File: src/rtl/refsched_pkg.sv
// Package: shared types and helpers for the refresh scheduler.
// Assumes: the normal-temperature period is an even number of cycles >= 4.
package refsched_pkg;

    // Self-refresh state of the scheduler
    typedef enum logic {
        SR_OFF = 1'b0,
        SR_ON  = 1'b1
    } sr_state_t;

    // Choose the period in clock cycles from the temperature flag
    function automatic int unsigned period_for(input logic hot, input int unsigned base);
        return hot ? (base / 2) : base;
    endfunction

endpackage

File: src/rtl/refsched_interval_timer.sv
// Module: down-counting interval timer. It pulses `tick` once per period.
// Assumes: `run` is low while in self-refresh. `reload` restarts a full period
// and has priority. The temperature flag is sampled only at a reload.
module refsched_interval_timer #(
    parameter int unsigned BASE_TICKS = 390,
    localparam int unsigned CNT_W     = $clog2(BASE_TICKS)
) (
    input  logic clk,
    input  logic rst_n,
    input  logic run,
    input  logic reload,
    input  logic hot,
    output logic tick
);
    import refsched_pkg::*;

    logic [CNT_W-1:0] remain;
    logic [CNT_W-1:0] next_load;

    // Start value for the next period (period minus one)
    always_comb begin
        next_load = CNT_W'(period_for(hot, BASE_TICKS) - 1);
    end

    // Expiry when the count is exhausted and the timer is running
    always_comb begin
        tick = run && !reload && (remain == '0);
    end

    // Count down, reload at expiry or on request, freeze when not running
    always_ff @(posedge clk) begin
        if (!rst_n) begin
            remain <= CNT_W'(BASE_TICKS - 1);
        end else if (reload) begin
            remain <= next_load;
        end else if (run) begin
            if (remain == '0) begin
                remain <= next_load;
            end else begin
                remain <= remain - 1'b1;
            end
        end
    end

endmodule

File: src/rtl/refsched_owed_counter.sv
// Module: saturating count of refreshes owed to the array.
// Assumes: `add` and `sub` are single-cycle qualified events; `sub` is only
// asserted when the count is non-zero.
module refsched_owed_counter #(
    parameter int unsigned OWED_MAX = 8,
    localparam int unsigned OW_W    = $clog2(OWED_MAX + 1)
) (
    input  logic            clk,
    input  logic            rst_n,
    input  logic            add,
    input  logic            sub,
    output logic [OW_W-1:0] owed
);
    logic at_ceiling;

    // Ceiling detect for saturation
    always_comb begin
        at_ceiling = (owed == OW_W'(OWED_MAX));
    end

    // Update the count: +1 (saturating), -1, or unchanged when both or neither
    always_ff @(posedge clk) begin
        if (!rst_n) begin
            owed <= '0;
        end else if (add && !sub) begin
            if (!at_ceiling) begin
                owed <= owed + 1'b1;
            end
        end else if (sub && !add) begin
            owed <= owed - 1'b1;
        end
    end

endmodule

File: src/rtl/refsched_sr_ctrl.sv
// Module: self-refresh state holder.
// Assumes: enter/exit are level inputs sampled each cycle. An enter request is
// only honoured outside self-refresh, and an exit request only inside it.
module refsched_sr_ctrl (
    input  logic clk,
    input  logic rst_n,
    input  logic enter_req,
    input  logic exit_req,
    output logic in_sr,
    output logic leaving
);
    import refsched_pkg::*;

    sr_state_t state;

    // Qualified exit event, used by the timer and the owed counter
    always_comb begin
        leaving = (state == SR_ON) && exit_req;
        in_sr   = (state == SR_ON);
    end

    // State transitions for self-refresh entry and exit
    always_ff @(posedge clk) begin
        if (!rst_n) begin
            state <= SR_OFF;
        end else begin
            case (state)
                SR_OFF:  if (enter_req) state <= SR_ON;
                SR_ON:   if (exit_req)  state <= SR_OFF;
                default: state <= SR_OFF;
            endcase
        end
    end

endmodule

File: src/rtl/dram_refresh_sched.sv
// Module: top level of the temperature-aware refresh scheduler.
// It ties the interval timer, the owed counter and the self-refresh control
// together and drives the request/urgent handshake toward the command arbiter.
// Assumes: a single clock domain; refresh_ack is ignored unless refresh_req is high.
module dram_refresh_sched #(
    parameter int unsigned BASE_TICKS = 390,
    parameter int unsigned OWED_MAX   = 8,
    localparam int unsigned OW_W      = $clog2(OWED_MAX + 1)
) (
    input  logic            clk,
    input  logic            rst_n,
    input  logic            hot_range,
    input  logic            refresh_ack,
    input  logic            sr_enter,
    input  logic            sr_exit,
    output logic            refresh_req,
    output logic            refresh_urgent,
    output logic            sr_active,
    output logic [OW_W-1:0] owed_count
);
    logic in_sr;
    logic leaving;
    logic tick;
    logic grant;

    refsched_sr_ctrl u_sr (
        .clk       (clk),
        .rst_n     (rst_n),
        .enter_req (sr_enter),
        .exit_req  (sr_exit),
        .in_sr     (in_sr),
        .leaving   (leaving)
    );

    refsched_interval_timer #(
        .BASE_TICKS (BASE_TICKS)
    ) u_timer (
        .clk    (clk),
        .rst_n  (rst_n),
        .run    (!in_sr),
        .reload (leaving),
        .hot    (hot_range),
        .tick   (tick)
    );

    refsched_owed_counter #(
        .OWED_MAX (OWED_MAX)
    ) u_owed (
        .clk   (clk),
        .rst_n (rst_n),
        .add   (tick || leaving),
        .sub   (grant),
        .owed  (owed_count)
    );

    // Outputs toward the arbiter, suppressed during self-refresh
    always_comb begin
        refresh_req    = !in_sr && (owed_count != '0);
        refresh_urgent = !in_sr && (owed_count == OW_W'(OWED_MAX));
        grant          = refresh_req && refresh_ack;
        sr_active      = in_sr;
    end

endmodule

File: config.mk
export PLATFORM = sky130hd
export DESIGN_NAME = dram_refresh_sched
export DESIGN_NICKNAME = d
export VERILOG_FILES = /design/src/rtl/refsched_pkg.sv /design/src/rtl/refsched_interval_timer.sv /design/src/rtl/refsched_owed_counter.sv /design/src/rtl/refsched_sr_ctrl.sv /design/src/rtl/dram_refresh_sched.sv
export SDC_FILE = /design/constraint.sdc
export NUM_CORES = 1
export LEC_CHECK = 0
export BUFFER_PORTS_ARGS = -buffer_cell sky130_fd_sc_hd__buf_2
export CORE_UTILIZATION = 30
export CTS_CLUSTER_DIAMETER = 50
export CTS_CLUSTER_SIZE = 40
export DETAILED_ROUTE_END_ITERATION = 6
export PLACE_DENSITY = 0.55
export SYNTH_ARGS = -nofsm -noshare
export SYNTH_HDL_FRONTEND = slang
export SYNTH_HIERARCHICAL = 1
export SYNTH_SLANG_ARGS = --single-unit
File: constraint.sdc
create_clock -name clk -period 8.9 [get_ports clk]
set_input_delay 0.445 -clock clk [delete_from_list [all_inputs] [get_ports clk]]
set_output_delay 0.445 -clock clk [all_outputs]
set_load 0.02 [all_outputs]
==> summary.txt, run 1 <==
Max-cap viol count = 0
Post-place setup slack = 5.829 ns
Crit-path cells = inv_1, ha_1, or4b_4, or4_4, nor3_1, or2_2, nand2b_4, ha_1, nand3_1, a211o_1, o21a_1, mux2i_1
Final Wtd Congestion = 0.7851
Hold Vio Cnt, Final = 0
Ant diodes = 0
Critical Path RT = 9.07 ns
Final Worst Setup Slack = 5.821 ns
Final nets = 133
Max-slew headroom = 54.45%
Initial core utilization = 31.24%
Worst Path Buf+Inv = 1
Syn-to-layout area delta = 12.57%
Net Count, Synth = 119
CTS Buf Count = 3
Hold WS = 0.4209 ns
DR WL/cell = 12.18 um
Routed Antenna Nets = 0
Via count = 824
Upper clock frequency limit = 324.8 MHz
Total power draw = 0.2426 mW
CP max-delay cell = or4_4
RSZ-0062 raised after global routing = false
Synthesis-stage register bit count = 14
Pin count of the biggest net entering global routing = 15
Root buf cell = clkbuf_4
Final core utilization = 35.17%
Placeable Area = 3028 um2
Setup_tns = 0 ns
Port Buffers = 12
Cell mode on critical path = ha_1
Placed insts = 162
Synth Warn # = 6
Slew @ Worst Pin = 0.6770 ns
Status = complete, but fails checks
Proportion of layout cells with a drive suffix above 1 = 22.31%
GRT Total Usage = 13.91%
Routed WL = 2.010 mm
Leak = 0.4472 nW
Max Transition Viols Final = 0
Top cell family by delay on the critical path = simple AND/OR/NAND/NOR gates
Final instance area = 1065 um2
Clk buf depth = 2
Post-DP Area = 1042 um2
Drt pass-1 iters = 7
I/O pins = 13
Global-route wire length before repair = 3.601 mm
DRC errors left = 2
Worst Path Arrival = 3.25 ns
Crit end category = register
# Post-CTS Setup Buffers = 0
Initial antenna violation count = 0
Final Cycle Share = 34.60%
Kind of critical path = register to register
Clock latency on the worst-skew pair = 0.27 ns
Synth unique cells = 43
Vias in the first global route = 834
Worst Path Max Fanout = 7
Most frequent cells in the layout = dfxtp_1, buf_2, nand2_1
Setup Skew = 0.0006326 ns
CTS tree = built
Commonest non-fill, non-tap cell in the layout = dfxtp_1
Post_cts resized = 0
VDD IR-drop max = 0.08501 mV
Initial DRC count = 50
Reg clk slew, reported paths = 0.08 ns
Post-DP HPWL = 1.507 mm
PwrDens = 227.9 nW/um2
Area of the mapped netlist = 945.9 um2
H-tree levels = 1
Final number of setup-violating endpoints = 0
Failing checks = DRC
Total grt overflow = 0
Row count = 20
Mean Syn Cell Area = 8.678 um2
Largest stage delay, worst path = 0.55 ns
Via/cell ratio = 4.994
Register area share after synthesis = 29.63%
Cts hold-fix bufs = 0
R2R setup slack = 5.82 ns
Num Clock Sinks = 14
Gate Count Post-Synth = 109
Type of the most critical hold path = input pin to register
Die ar. = 3381 um2
Period minus WS final = 3.079 ns
Fin cells = 165
Worst Setup Start Kind = register
Die X = 58.15 um
Chip height = 58.15 um
==> sequential cells by signal (all words and copies together), names as in the netlist <==
| signal | cells |
|---|---|
| u_sr/in_sr | 1 |
| u_timer/remain | 9 |
| u_owed/owed | 4 |
==> worst min-delay path: cells and delay by family <==
family	cells	cell delay [ns]
buffers and inverters	1	0.11
and+or+nand+nor	1	0.06
AOI/OAI and AO/OA	1	0.04
==> layer usage <==
layer,GRT usage [%],routed length [um],share of wire [%]
met1,16.71,1003,50
met2,24.47,965,48
met3,1.339,25,1.2
met4,7.143,16,0.80
met5,0,0,0
==> layout make-up <==
type | instances | area, um2
tap | 44 | 55.05
timing repair buffer | 12 | 60.06
fill | 315 | 1963
multi-input combinational | 87 | 628.1
inverter | 5 | 18.77
sequential | 14 | 280.3
clock buffer | 3 | 22.52
==> final timing paths <==
kind | from | to | cells after the start
setup reg to reg | u_timer/remain[0] | u_owed/owed[3] | 12
setup / recovery | u_timer/remain[0] | u_owed/owed[3] | 12
hold / removal | sr_enter | u_sr/in_sr | 3
hold reg to reg | u_timer/remain[4] | u_timer/remain[4] | 2
==> synth_stat cells (all sizes together) <==
library cell / n / share of area (%)
a211o: 1 / 0.93
a21boi: 2 / 2.0
a21o: 3 / 2.4
a21oi: 3 / 1.6
a22o: 3 / 2.8
a32o: 2 / 2.1
and2: 2 / 1.5
and3: 2 / 1.3
buf: 2 / 1.6
clkbuf: 1 / 0.40
dfxtp: 14 / 30
fa: 1 / 2.1
ha: 3 / 4.0
inv: 5 / 2.0
mux2i: 2 / 2.1
nand2: 10 / 4.0
nand2b: 7 / 6.2
nand3: 4 / 2.1
nor2: 8 / 3.2
nor2b: 4 / 2.6
nor3: 4 / 2.1
nor3b: 1 / 0.79
nor4: 3 / 2.6
nor4b: 1 / 1.6
o211a: 1 / 1.1
o21a: 2 / 1.6
o21ai: 2 / 1.5
o311ai: 2 / 1.9
o31ai: 4 / 3.7
or2: 2 / 1.3
or3: 3 / 2.0
or4: 1 / 1.2
or4b: 1 / 1.5
xnor2: 2 / 1.9
xor2: 1 / 0.93
==> cells by family (layout without fill, tap and decap cells) <==
| group | after synthesis | after routing | share of synthesized area, % |
|---|---|---|---|
| AO/OA/AOI/OAI | 25 | 25 | 21.43 |
| XOR/XNOR | 3 | 3 | 2.778 |
| adder cells (fa/ha/maj) | 4 | 4 | 6.085 |
| buffers and inverters | 8 | 20 | 3.968 |
| flip-flops | 14 | 14 | 29.63 |
| multiplexers | 2 | 2 | 2.116 |
| AND/OR/NAND/NOR | 53 | 53 | 33.99 |
==> power by group <==
| group | leakage, nW | internal, mW | switching (mW) |
|---|---|---|---|
| Sequential | 0.115 | 0.0742 | 0.0199 |
| Clock | 0.0138 | 0.0157 | 0.0200 |
| Combinational | 0.318 | 0.0514 | 0.0614 |
(Power assumes the default switching activity.)
==> inputs of run 2 (changes only) <==
--- a/config.mk
+++ b/config.mk
@@ -5,6 +5,7 @@
 export SDC_FILE = /design/constraint.sdc
 export NUM_CORES = 1
 export LEC_CHECK = 0
+export ABC_AREA = 1
 export BUFFER_PORTS_ARGS = -buffer_cell sky130_fd_sc_hd__buf_2
 export CORE_UTILIZATION = 30
 export CTS_CLUSTER_DIAMETER = 50
==> constraint.sdc (replaced) <==
create_clock -name clk -period 3 [get_ports clk]
set_input_delay 0.15 -clock clk [delete_from_list [all_inputs] [get_ports clk]]
set_output_delay 0.15 -clock clk [all_outputs]
set_load 0.02 [all_outputs]
==> run 2 against run 1 <==
- the flow now finishes without violations
- clock power increased to 3.9 times the previous value
- clock skew increased by 0.0077 ns
- synthesized area is 13% higher
- wire length grew 13%
- design area increased by 15%
==> summary.txt, run 2 <==
Total power draw = 0.7002 mW (was 0.2426 mW)
RR Startpoint = u_timer/remain[0] (unchanged)
Top cells by area, synth = dfxtp_1, nand2_1, inv_1, nand3_1, nor2_1 (was dfxtp_1, ha_1, nand2_1, nand2b_1, nor2_1)
Max reg flops = 9 (unchanged)
H-tree levels = 1 (unchanged)
Post-DP HPWL = 1.759 mm (was 1.507 mm)
Max Transition Viols Final = 0 (unchanged)
Worst reg2reg path endpoint = u_owed/owed[3] (unchanged)
Largest family of logic cells by synthesized area = simple AND/OR/NAND/NOR gates (unchanged)
Period minus WS final = 2.399 ns (was 3.079 ns)
Crit end category = register (unchanged)
Chip height = 61.68 um (was 58.15 um)
Post_cts resized = 0 (unchanged)
Ys async rst share = 0% (unchanged)
Most frequent cells in the layout = nand2_1, inv_1, nor2_1 (was dfxtp_1, buf_2, nand2_1)
Die ar. = 3804 um2 (was 3381 um2)
Setup Skew = 0.008348 ns (was 0.0006326 ns)
Status = complete, no violations (was complete, but fails checks)
Simple-gate portion of the synthesized area = 52.93% (was 33.99%)
R2R setup slack = 0.60 ns (was 5.82 ns)
Switching Share = 42.28% (was 41.76%)
Clock power frac = 20.2% (was 14.7%)
Synthesis-stage register bit count = 14 (unchanged)
Yosys top cell area share = 26.23% (was 29.63%)
Syn-to-layout area delta = 14.40% (was 12.57%)
Ant diodes = 0 (unchanged)
Gate power share = 43.6% (was 46.5%)
Synth Area in Compound Gates = 5.035% (was 21.43%)
Fillcell total = 397 (was 315)
Biggest register = u_timer/remain (unchanged)
Area of the mapped netlist = 1069 um2 (was 945.9 um2)
Routed Antenna Nets = 0 (unchanged)
Upper clock frequency limit = 416.9 MHz (was 324.8 MHz)
Hold Vio Cnt, Final = 0 (unchanged)
Leak = 0.6213 nW (was 0.4472 nW)
Xor-xnor portion of the synthesized cell area = 1.639% (was 2.778%)
RSZ-0062 raised after global routing = false (unchanged)
Cell mode on critical path = nand2_1 (was ha_1)
Final number of setup-violating endpoints = 0 (unchanged)
Commonest non-fill, non-tap cell in the layout = nand2_1 (was dfxtp_1)
Reg power frac = 36.3% (was 38.8%)
Routed WL = 2.280 mm (was 2.010 mm)
DR WL/cell = 10.00 um (was 12.18 um)
Cts hold-fix bufs = 0 (unchanged)
Worst Setup Start Kind = register (unchanged)
Synth Warn # = 6 (unchanged)
Worst Path Arrival = 2.63 ns (was 3.25 ns)
Setup crit start = u_timer/remain[0] (unchanged)
Kind of critical path = register to register (unchanged)
Register area share after synthesis = 26.23% (was 29.63%)
Synth unique cells = 26 (was 43)
PwrDens = 572.8 nW/um2 (was 227.9 nW/um2)
Drt pass-1 iters = 4 (was 7)
Final Worst Setup Slack = 0.6015 ns (was 5.821 ns)
Type of the most critical hold path = input pin to register (unchanged)
Reg clk slew, reported paths = 0.10 ns (was 0.08 ns)
Max-slew headroom = 73.62% (was 54.45%)
Worst setup endpoint = u_owed/owed[3] (unchanged)
Critical Path RT = 3.23 ns (was 9.07 ns)
# Post-CTS Setup Buffers = 0 (unchanged)
Worst Path Max Fanout = 6 (was 7)
Mean Syn Cell Area = 6.437 um2 (was 8.678 um2)
Clock latency on the worst-skew pair = 0.28 ns (was 0.27 ns)
Total grt overflow = 0 (unchanged)
Port Buffers = 12 (unchanged)
Pin count of the biggest net entering global routing = 9 (was 15)
Die X = 61.68 um (was 58.15 um)
Crit-path cells = inv_1, ha_1, nand2_1, nor2_2, nand3_4, nor3_1, or2_2, nand2_2, ha_1, or2_0, nand2_1, nand2_1, nand2_1, nor2_1, nor2_1 (was inv_1, ha_1, or4b_4, or4_4, nor3_1, or2_2, nand2b_4, ha_1, nand3_1, a211o_1, o21a_1, mux2i_1)
Root buf cell = clkbuf_4 (unchanged)
Initial DRC count = 30 (was 50)
Initial antenna violation count = 0 (unchanged)
Initial core utilization = 31.77% (was 31.24%)
Post-synth top flop = dfxtp_1 (unchanged)
P_sw = 0.2960 mW (was 0.1013 mW)
Final nets = 193 (was 133)
Setup_tns = 0 ns (unchanged)
Multiplexer share of the synthesized area = 0% (was 2.116%)
Critical Path Stages = 15 (was 12)
DRC errors left = 0 (was 2)
Internal Power = 0.4042 mW (was 0.1413 mW)
Clk buf depth = 2 (unchanged)
I/O pins = 13 (unchanged)
Worst Path Buf+Inv = 1 (unchanged)
VDD IR-drop max = 0.2056 mV (was 0.08501 mV)
Net Count, Synth = 176 (was 119)
Placeable Area = 3363 um2 (was 3028 um2)
CTS Buf Count = 3 (unchanged)
Top-count cell post-synth = nand2_1 (was dfxtp_1)
R2R depth = 15 (was 12)
Num Clock Sinks = 14 (unchanged)
Post-place setup slack = 0.6090 ns (was 5.829 ns)
Post-synth EDFFs = 0 (unchanged)
Proportion of layout cells with a drive suffix above 1 = 25.82% (was 22.31%)
Cell taking the most area after synthesis = dfxtp_1 (unchanged)
Via/cell ratio = 4.452 (was 4.994)
Global-route wire length before repair = 3.877 mm (was 3.601 mm)
Max-cap viol count = 0 (unchanged)
Final Wtd Congestion = 0.8626 (was 0.7851)
Via count = 1015 (was 824)
Slew @ Worst Pin = 0.3953 ns (was 0.6770 ns)
CP max-delay cell = ha_1 (was or4_4)
Row count = 21 (was 20)
Gate Count Post-Synth = 166 (was 109)
Top cell family by delay on the critical path = simple AND/OR/NAND/NOR gates (unchanged)
CTS tree = built (unchanged)
Post-synth top cells = nand2_1, inv_1, nor2_1 (was dfxtp_1, nand2_1, nor2_1)
Adder-Cell Fraction of Synth Area = 5.386% (was 6.085%)
Vias in the first global route = 871 (was 834)
GRT Total Usage = 14.20% (was 13.91%)
Largest stage delay, worst path = 0.35 ns (was 0.55 ns)
Final Cycle Share = 79.95% (was 34.60%)
## run 2: cell types whose count changed in the layout (fill, tap and decap cells not counted), moves of 8 or more
cell / before / now
nand2_1: 10 / 45
inv_1: 5 / 21
nand3_1: 4 / 15
nor2_1: 8 / 19
nor2_2: 0 / 9
nand2_2: 0 / 8
## run 2: stage by stage
stage / util (%) / std cells / hold WS (ns) / instance area (um2)
2_1_floorplan: - / 166 / 0.2187 / 1069
3_3_place_gp: 35.27 / 224 / 0.3782 / 1186
3_5_place_dp: 35.27 / 224 / 0.3813 / 1186
4_1_cts: 36.35 / 228 / 0.07394 / 1222
5_1_grt: 36.35 / 228 / 0.07531 / 1222
6_report: 36.35 / 228 / 0.07832 / 1222
## run 2: cell type report
| class | instances | area [um2] | area share (%) |
|---|---|---|---|
| Inverter | 25 | 93.84 | 7.677 |
| Tap cell | 46 | 57.56 | 4.708 |
| Clock buffer | 4 | 36.28 | 2.968 |
| Multi-Input combinational cell | 127 | 694.4 | 56.81 |
| Timing Repair Buffer | 12 | 60.06 | 4.913 |
| Sequential cell | 14 | 280.3 | 22.93 |
## run 2: cells by family (layout without fill, tap and decap cells)
| kind of cell | count (synthesis) | count (layout) |
|---|---|---|
| and+or+nand+nor | 111 | 111 |
| DFF | 14 | 14 |
| adders and majority gates | 4 | 4 |
| AOI/OAI and AO/OA | 10 | 10 |
| xor gates and xnor gates | 2 | 2 |
| buffers and inverters | 25 | 41 |
## run 2: per-layer routing
metal  vias up  share of wire [%]  track usage [%]
met3         4                2.8            1.891
li1        549                  -                -
met5         -                  0                0
met2        17                 44            20.89
met1       445                 52            20.35
met4         0                1.6            6.667
## run 2: how the worst min path moves through the flow
stage,end,from,cells past startpoint
3_5_place_dp,u_sr/in_sr,sr_enter,3
6_report,u_sr/in_sr,sr_enter,3
2_1_floorplan,u_timer/remain[7],rst_n,1
5_1_grt,u_sr/in_sr,sr_enter,3
3_3_place_gp,u_sr/in_sr,sr_enter,3
4_1_cts,u_sr/in_sr,sr_enter,3
## run 2: power by group through the flow
stage	Combinational [mW]	Sequential [mW]	Clock, mW
after floorplan	0.227	0.266	0
after global placement	0.308	0.259	0
after detailed placement	0.306	0.259	0
after CTS	0.308	0.256	0.147
after global routing	0.357	0.262	0.158
final	0.305	0.254	0.141
## run 2: worst reg2reg max path: cells and delay by family, from the launching register on
family / cells / cell delay [ns]
adder cells (fa/ha/maj): 2 / 0.63
AND/OR/NAND/NOR: 12 / 1.28
buffers and inverters: 1 / 0.12
flip-flops: 1 / 0.33
